--- config.mk ---
export PLATFORM = sky130hd
export DESIGN_NAME = vec_lane_insert
export DESIGN_NICKNAME = d
export VERILOG_FILES = /design/src/rtl/lvi_pkg.sv /design/src/rtl/lvi_mode_check.sv /design/src/rtl/lvi_place.sv /design/src/rtl/lvi_mask.sv /design/src/rtl/vec_lane_insert.sv
export SDC_FILE = /design/constraint.sdc
export NUM_CORES = 2
export LEC_CHECK = 0
export CORE_AREA = 2 2 720 722
export DETAILED_ROUTE_END_ITERATION = 10
export DIE_AREA = 0 0 722 724
export GPL_TIMING_DRIVEN = 0
export PLACE_DENSITY = 0.3
export SETUP_SLACK_MARGIN = 0.05
export SLEW_MARGIN = 15
export SYNTH_ARGS = -nofsm -noshare
export SYNTH_HDL_FRONTEND = slang
export SYNTH_SLANG_ARGS = --single-unit
--- constraint.sdc ---
create_clock -name clk -period 2.15 [get_ports clk]
set_input_delay 0.43 -clock clk [delete_from_list [all_inputs] [get_ports clk]]
set_output_delay 0.43 -clock clk [all_outputs]
set_load 0.005 [all_outputs]
--- src/rtl/lvi_pkg.sv ---
package lvi_pkg;
  localparam int REG_W  = 512;
  localparam int CHUNK_W = 128;
  localparam int SLOT_W = 32;
  localparam int IMM_W  = 8;

  typedef struct packed {
    logic len512;
    logic elem64;
    logic chunk256;
    logic mask_en;
    logic zero_mode;
  } lvi_mode_t;
endpackage

--- src/rtl/lvi_mode_check.sv ---
module lvi_mode_check
  import lvi_pkg::*;
(
  input  logic      legacy,
  input  logic      legacy_len,
  input  lvi_mode_t mode_in,
  output lvi_mode_t mode_eff,
  output logic      legal
);
  always_comb begin
    if (legacy) begin
      mode_eff.len512    = 1'b0;
      mode_eff.elem64    = 1'b0;
      mode_eff.chunk256  = 1'b0;
      mode_eff.mask_en   = 1'b0;
      mode_eff.zero_mode = 1'b0;
      legal              = legacy_len;
    end else begin
      mode_eff = mode_in;
      legal    = !(mode_in.chunk256 && !mode_in.len512);
    end
  end
endmodule

--- src/rtl/lvi_place.sv ---
module lvi_place #(
  parameter int CW = 128,
  parameter int NQ = 4,
  localparam int IDX_W = $clog2(NQ)
) (
  input  logic [NQ*CW-1:0] src_a,
  input  logic [2*CW-1:0]  src_b,
  input  logic [IDX_W-1:0] idx,
  input  logic             wide,
  output logic [NQ*CW-1:0] merged
);
  for (genvar q = 0; q < NQ; q++) begin : g_quarter
    localparam int HALF = q / 2;
    localparam int PART = q % 2;
    logic hit_narrow, hit_wide;
    assign hit_narrow = !wide && (idx == IDX_W'(q));
    assign hit_wide   = wide && (idx[0] == HALF[0]);
    always_comb begin
      if (hit_narrow)
        merged[q*CW +: CW] = src_b[CW-1:0];
      else if (hit_wide)
        merged[q*CW +: CW] = src_b[PART*CW +: CW];
      else
        merged[q*CW +: CW] = src_a[q*CW +: CW];
    end
  end
endmodule

--- src/rtl/lvi_mask.sv ---
module lvi_mask #(
  parameter int SW = 32,
  parameter int NS = 16
) (
  input  logic [NS*SW-1:0] merged,
  input  logic [NS*SW-1:0] old_dst,
  input  logic [NS-1:0]    kmask,
  input  logic             elem64,
  input  logic             len512,
  input  logic             mask_en,
  input  logic             zero_mode,
  output logic [NS*SW-1:0] result
);
  for (genvar s = 0; s < NS; s++) begin : g_slot
    localparam int PAIR = s / 2;
    logic mbit, active, take;
    assign mbit   = elem64 ? kmask[PAIR] : kmask[s];
    assign active = len512 || (s < NS / 2);
    assign take   = !mask_en || mbit;
    always_comb begin
      if (!active)
        result[s*SW +: SW] = '0;
      else if (take)
        result[s*SW +: SW] = merged[s*SW +: SW];
      else if (zero_mode)
        result[s*SW +: SW] = '0;
      else
        result[s*SW +: SW] = old_dst[s*SW +: SW];
    end
  end
endmodule

--- src/rtl/vec_lane_insert.sv ---
module vec_lane_insert
  import lvi_pkg::*;
#(
  parameter int VW = REG_W,
  parameter int CW = CHUNK_W,
  parameter int SW = SLOT_W,
  parameter int IW = IMM_W,
  localparam int NQ = VW / CW,
  localparam int NS = VW / SW,
  localparam int IDX_W = $clog2(NQ)
) (
  input  logic          clk,
  input  logic          rst,
  input  logic          in_valid,
  input  logic [VW-1:0] src_a,
  input  logic [2*CW-1:0] src_b,
  input  logic [VW-1:0] old_dst,
  input  logic [IW-1:0] imm,
  input  logic [NS-1:0] kmask,
  input  logic          len512,
  input  logic          elem64,
  input  logic          chunk256,
  input  logic          mask_en,
  input  logic          zero_mode,
  input  logic          legacy,
  input  logic          legacy_len,
  output logic          out_valid,
  output logic          err,
  output logic [VW-1:0] dst
);
  lvi_mode_t mode_in, mode_eff;
  logic legal;
  logic [IDX_W-1:0] idx;
  logic [VW-1:0] merged, result;

  assign mode_in = '{len512: len512, elem64: elem64, chunk256: chunk256,
                     mask_en: mask_en, zero_mode: zero_mode};

  lvi_mode_check u_mode (
    .legacy(legacy), .legacy_len(legacy_len), .mode_in(mode_in),
    .mode_eff(mode_eff), .legal(legal)
  );

  // position index: full low bits at full length, one bit otherwise
  always_comb begin
    idx = imm[IDX_W-1:0];
    if (!mode_eff.len512 || mode_eff.chunk256)
      idx[IDX_W-1:1] = '0;
  end

  lvi_place #(.CW(CW), .NQ(NQ)) u_place (
    .src_a(src_a), .src_b(src_b), .idx(idx), .wide(mode_eff.chunk256),
    .merged(merged)
  );

  lvi_mask #(.SW(SW), .NS(NS)) u_mask (
    .merged(merged), .old_dst(old_dst), .kmask(kmask),
    .elem64(mode_eff.elem64), .len512(mode_eff.len512),
    .mask_en(mode_eff.mask_en), .zero_mode(mode_eff.zero_mode),
    .result(result)
  );

  always_ff @(posedge clk) begin
    if (rst) begin
      out_valid <= 1'b0;
      err       <= 1'b0;
      dst       <= '0;
    end else begin
      out_valid <= in_valid;
      err       <= in_valid && !legal;
      if (in_valid && legal)
        dst <= result;
    end
  end
endmodule

## Yosys cells after proc, flatten, opt, wreduce, memory -nomap -nowiden

Index checks and enable logic that the tools add are counted.

| storage, ports and cells | value |
|---|---|
| register bits after elaboration | 514 |
| input port bits | 1314 |
| logic and storage cells | 106 |

| cells by class | value |
|---|---|
| equality and inequality tests | 3 |
| multiplexer cells | 66 |
| bitwise gates (word level) | 1 |
| reductions and logical operators | 33 |

Operator list:

| cell | number |
|---|---|
| $mux W32 | 40 |
| $mux W128 | 8 |
| $logic_or A1 B1 Y1 | 17 |
| $mux W1 | 17 |
| $logic_and A1 B1 Y1 | 9 |
| $logic_not A1 Y1 | 6 |
| $mux W5 | 1 |
| $eq A2 B2 Y1 const B | 2 |
| $eq A2 B1 Y1 const B | 1 |
| $logic_not A2 Y1 | 1 |
| $not A1 Y1 | 1 |

## Logic depth before layout (Yosys ltp)

| depth | value |
|---|---|
| depth after elaboration | 9 |
| mapped depth | 8 |
| gate-level depth less buffers | 4 |

## Cells and area by module

A second synthesis with hierarchy kept.

| unflattened totals | value |
|---|---|
| cells, all modules | 5165 |
| area total of the unflattened synthesis | 43375.4 um^2 |

By module, submodules not included:

| module | instances | cells an instance | area an instance (um^2) | seq. area each (um^2) |
|---|---|---|---|---|
| vec_lane_insert | 1 | 2339 | 23406.2 | 10289.9 |
| lvi_mask | 1 | 1490 | 9973.3 | 0.0 |
| lvi_place | 1 | 1328 | 9937.0 | 0.0 |
| lvi_mode_check | 1 | 8 | 58.8 | 0.0 |

## Worst setup path after synthesis

No wires, ideal clock.

| timing path | value |
|---|---|
| path type | input to register |
| start | in elem64 |
| end | reg dst[246] |
| setup time | 0.087 ns |
| data arrival time | 1.942 ns |
| required time | 2.063 ns |
| setup slack | 0.121 ns |
| stages | 7 |
| buffers on the path | 3 |
| cell sequence | buf_2 -> buf_4 -> mux2_2 -> nor4_2 -> clkbuf_1 -> a22oi_1 -> o31ai_1 |

| on the way | value |
|---|---|
| word-level cells in the longest chain between the ends | 4 |

Ends and longest elaborated chain:

| element | line | RTL |
|---|---|---|
| start: declaration | vec_lane_insert.sv:21 | `input logic elem64,` |
| $mux W5 | lvi_mode_check.sv:11 | `if (legacy) begin` |
| $mux W1 | lvi_mask.sv:17 | `assign mbit = elem64 ? kmask[PAIR] : kmask[s];` |
| $logic_or A1 B1 Y1 | lvi_mask.sv:19 | `assign take = !mask_en \|\| mbit;` |
| $mux W32 | lvi_mask.sv:23 | `else if (take)` |
| end signal: assignment | vec_lane_insert.sv:72 | `dst <= result;` |
| end: declaration | vec_lane_insert.sv:29 | `output logic [VW-1:0] dst` |

No other way between the ends.
A chain may end at the register's enable or synchronous reset.

## Worst setup path after layout

| timing path | value |
|---|---|
| start | in len512 |
| end | reg dst[95] |

| on the way | value |
|---|---|
| word-level cells in the longest chain between the ends | 8 |
| elaborated cells on any way between the ends | 13 |
| classes of those cells | mux: 5; reduce/logical: 8 |

Ends and longest elaborated chain:

| element | line | RTL |
|---|---|---|
| start: declaration | vec_lane_insert.sv:20 | `input logic len512,` |
| $mux W5 | lvi_mode_check.sv:11 |  |
| $logic_not A1 Y1 | -- |  |
| $logic_or A1 B1 Y1 | vec_lane_insert.sv:47 | `if (!mode_eff.len512 \|\| mode_eff.chunk256)` |
| $mux W1 | vec_lane_insert.sv:47 |  |
| $logic_not A2 Y1 | lvi_place.sv:16 | `assign hit_narrow = !wide && (idx == IDX_W'(q));` |
| $logic_and A1 B1 Y1 | lvi_place.sv:16 |  |
| $mux W128 | lvi_place.sv:19 | `if (hit_narrow)` |
| $mux W32 | lvi_mask.sv:23 |  |

Several ways; a longest one is shown, not always the timed one.

==> reports/metrics.yaml <==
yosys:
  synth-seq-area-share: 0.379
  synth_top_area_cell: "dfxtp_1"
  ys_ff_latch: 514
  synthesis.area_mm2: 0.0271
  ys_async_sr_fraction: 0
  netlist_top_cells_count: "dfxtp_1 (514), a22oi_1 (383), o22ai_1 (383), o21ai_0 (378), clkbuf_1 (226)"
  synth_cell_type_count: 46
  synth_warnings: 0
  synth.avg_cell_area_um2: 8.71
  syn_inst: 3113
  syn_nets: 4427
  synth-main-ff-cell: "dfxtp_1"
  synth_edf_count: 0
  ys_top_cells_by_area: "dfxtp_1 (38%), a22oi_1 (11%), o22ai_1 (8.8%)"
  post-synth-top-count-cell: "dfxtp_1"
  yosysTopAreaCellShare: 0.379
grt:
  grt-ovfl-total: 0
  antenna_found_initial: 413
  grt_usage: 0.188
  grt_pass1_wl_um: 603000
  grt_start_max_net_pins: 17
  grt_pass1_vias: 39400
sta:
  finalSetupTns_ns: -0.685
  post-route-period-util: 1.04
  setup_violations: 13
  tightest_slew_ns: 1.12
  hold-worst-slack_ns: 0.155
  final-hold-violation-count: 0
  rsz0062_at_grt: "yes"
  setup_slack_ns: -0.0913
  drv_slew: 0
  max_freq_mhz: 446
  slew_headroom: 0.256
  layout_min_cycle_time_ns: 2.24
  worst_clock_skew_ns: 0
critical_path:
  cp-start-kind: "primary input"
  crit_fanout: 10
  worstPathRequired_ns: 2.85
  cp-endpoint: "dst[95]"
  r2r_slack_ns: 1.13
  critPathKind: "primary input to register"
  arrival_ns: 2.94
  crit_path_end_kind: "register"
  critPathLaunch: "len512"
  timing.rr.end: "dst[392]"
  rr_startpoint: "dst[392]"
  reg2reg_depth: 2
finish:
  layout.nets: 6436
  post-route-util: 0.119
  syn_to_final_growth_pct: 125
  register_area_mm2: 0.0104
  stdcell_count: 12100
  fillers: 59300
  final_area_mm2: 0.0612
  multi_input_area_mm2: 0.0174
  drive_above_1_share: 0.192
clock_tree:
  clockBufferDepth: 4
  clk_pin_slew_ns: 0.07
  cts_hold_buf: 0
  h-tree-depth: 3
  cts_tree: "done"
  root_buffer: "clkbuf_16"
  insertion_delay_ns: 0.79
  numClockSinks: 514
  numCtsBuffers: 85
floorplan:
  die_h_um: 724
  core_area_mm2: 0.515
  die_x_um: 722
  num_io_pins: 1828
  start_util: 0.0526
  die_area_mm2: 0.523
  std_cell_rows: 264
job:
  cap_violations: 0
drt:
  viasPerCell: 3.35
  drc: 0
  routed_wl_um: 516000
  dr.pass1.iters: 5
  ant_nets: 0
  drtIter0Drc: 3849
  avgRoutedWirePerCell_um: 42.7
  via_count: 40600
pwr:
  p_per_area_mw_per_mm2: 587
  clkPwrFrac: 0.406
  power_mw: 35.9
  power_switching_mw: 13.0
  p_int_mw: 22.9
  seqPwrFrac: 0.292
  netSwitchingFraction: 0.362
  comb_power_share: 0.302
  p_leak_nw: 20.8
  ir_worst_vdd_uv: 528
worst_hold_path:
  hold_depth: 4
  hp-start: "chunk256"
  hold_class: "primary input to register"
placed_design:
  dp_hpwl_um: 462000
  dp_slack_ns: -3.89
  postPlaceCellArea_mm2: 0.0553
  io_buffers: 1821
  dp_cells: 11800
  place.gp.congestion: 0.937
run_status:
  violations: "setup timing"
  status: "finished with violations"
how the worst min path moves through the flow:
stage and end:
2_1_floorplan dst[64], 3_3_place_gp dst[86], 3_5_place_dp dst[68], 4_1_cts dst[242]
5_1_grt dst[505], 6_report dst[505]
power groups by stage:
stage                     Clock, mW  Combinational, mW  Sequential (mW)
after floorplan                   0               2.24             10.6
after global placement            0               10.3             10.7
after detailed placement          0               10.6             10.7
after CTS                      15.2               10.9             10.5
after global routing           15.4               11.2             10.5
final                          14.6               10.8             10.5
per-layer routing:
metal  share of wire  GRT usage  vias up
met5          0.0022          0        -
li1                -          -    16600
met1            0.42      0.233    20500
met3           0.086     0.0624      753
met2            0.46      0.311     2523
met4           0.032     0.0496      176
flip-flops by register name (all words and copies together) (netlist names):
| signal | cells |
|---|---|
| dst | 512 |
| err | 1 |
| out_valid | 1 |
timing repair:
action / 4_1_cts / 5_1_grt
endpoints found under the hold margin: 0 / 0
gates resized for setup: 1405 / 122
pin swaps: 18 / 4
cloned: 2 / 2
endpoints found under the setup margin: 1026 / 295
buffers inserted: 28 / 14
final cells by class:
cell class | count | area share
clock inverter | 25 | 0.00456
inverter | 3 | 0.000184
timing repair buffer | 1937 | 0.316
sequential | 514 | 0.170
clock buffer | 121 | 0.0393
antenna | 134 | 0.00548
multi-input combinational | 2235 | 0.284
tap | 6783 | 0.139
buffer | 346 | 0.0418
cells by family after synthesis:
kind of cell,Yosys count,share of synthesized area
compound gates,1682,0.395
flops,514,0.379
buf+inv,364,0.0552
simple gates,255,0.0543
mux,298,0.116
cell usage in the layout (no fill, tap or decap), types with 14 or more instances in the layout:
cell type and instances:
buf_4 67, buf_2 73, buf_16 23, clkdlybuf4s15_2 31, clkbuf_4 40, mux2i_1 74
o311ai_2 14, mux2_2 132, o21ai_0 342, o311ai_1 18, dlygate4sd2_1 448, o22ai_1 320
clkbuf_2 81, a22oi_1 382, clkbuf_1 101, a211oi_1 95, clkbuf_8 26, mux2i_2 33
clkdlybuf4s50_1 1298, nor2_1 129, o21bai_1 30, a32oi_1 32, dfxtp_2 43, clkdlybuf4s15_1 19
o22ai_2 50, clkbuf_16 93, a31oi_1 18, diode_2 134, nor3b_1 31, dfxtp_4 14
dfxtp_1 457, buf_6 44, o31ai_1 32, o21ai_1 158, mux2i_4 59, buf_12 38
nor4b_1 29, o21a_1 27, a21oi_1 98
worst max-delay path: stages:
cell and delay [ns]:
clkdlybuf4s15_2 0.25, buf_12 0.18, nor4bb_1 0.28, bufbuf_16 0.36, or2_4 0.17, buf_16 0.18, clkbuf_16 0.28, mux2i_4 0.44
o21ai_1 0.10
Power figures use the tool's default switching activity.
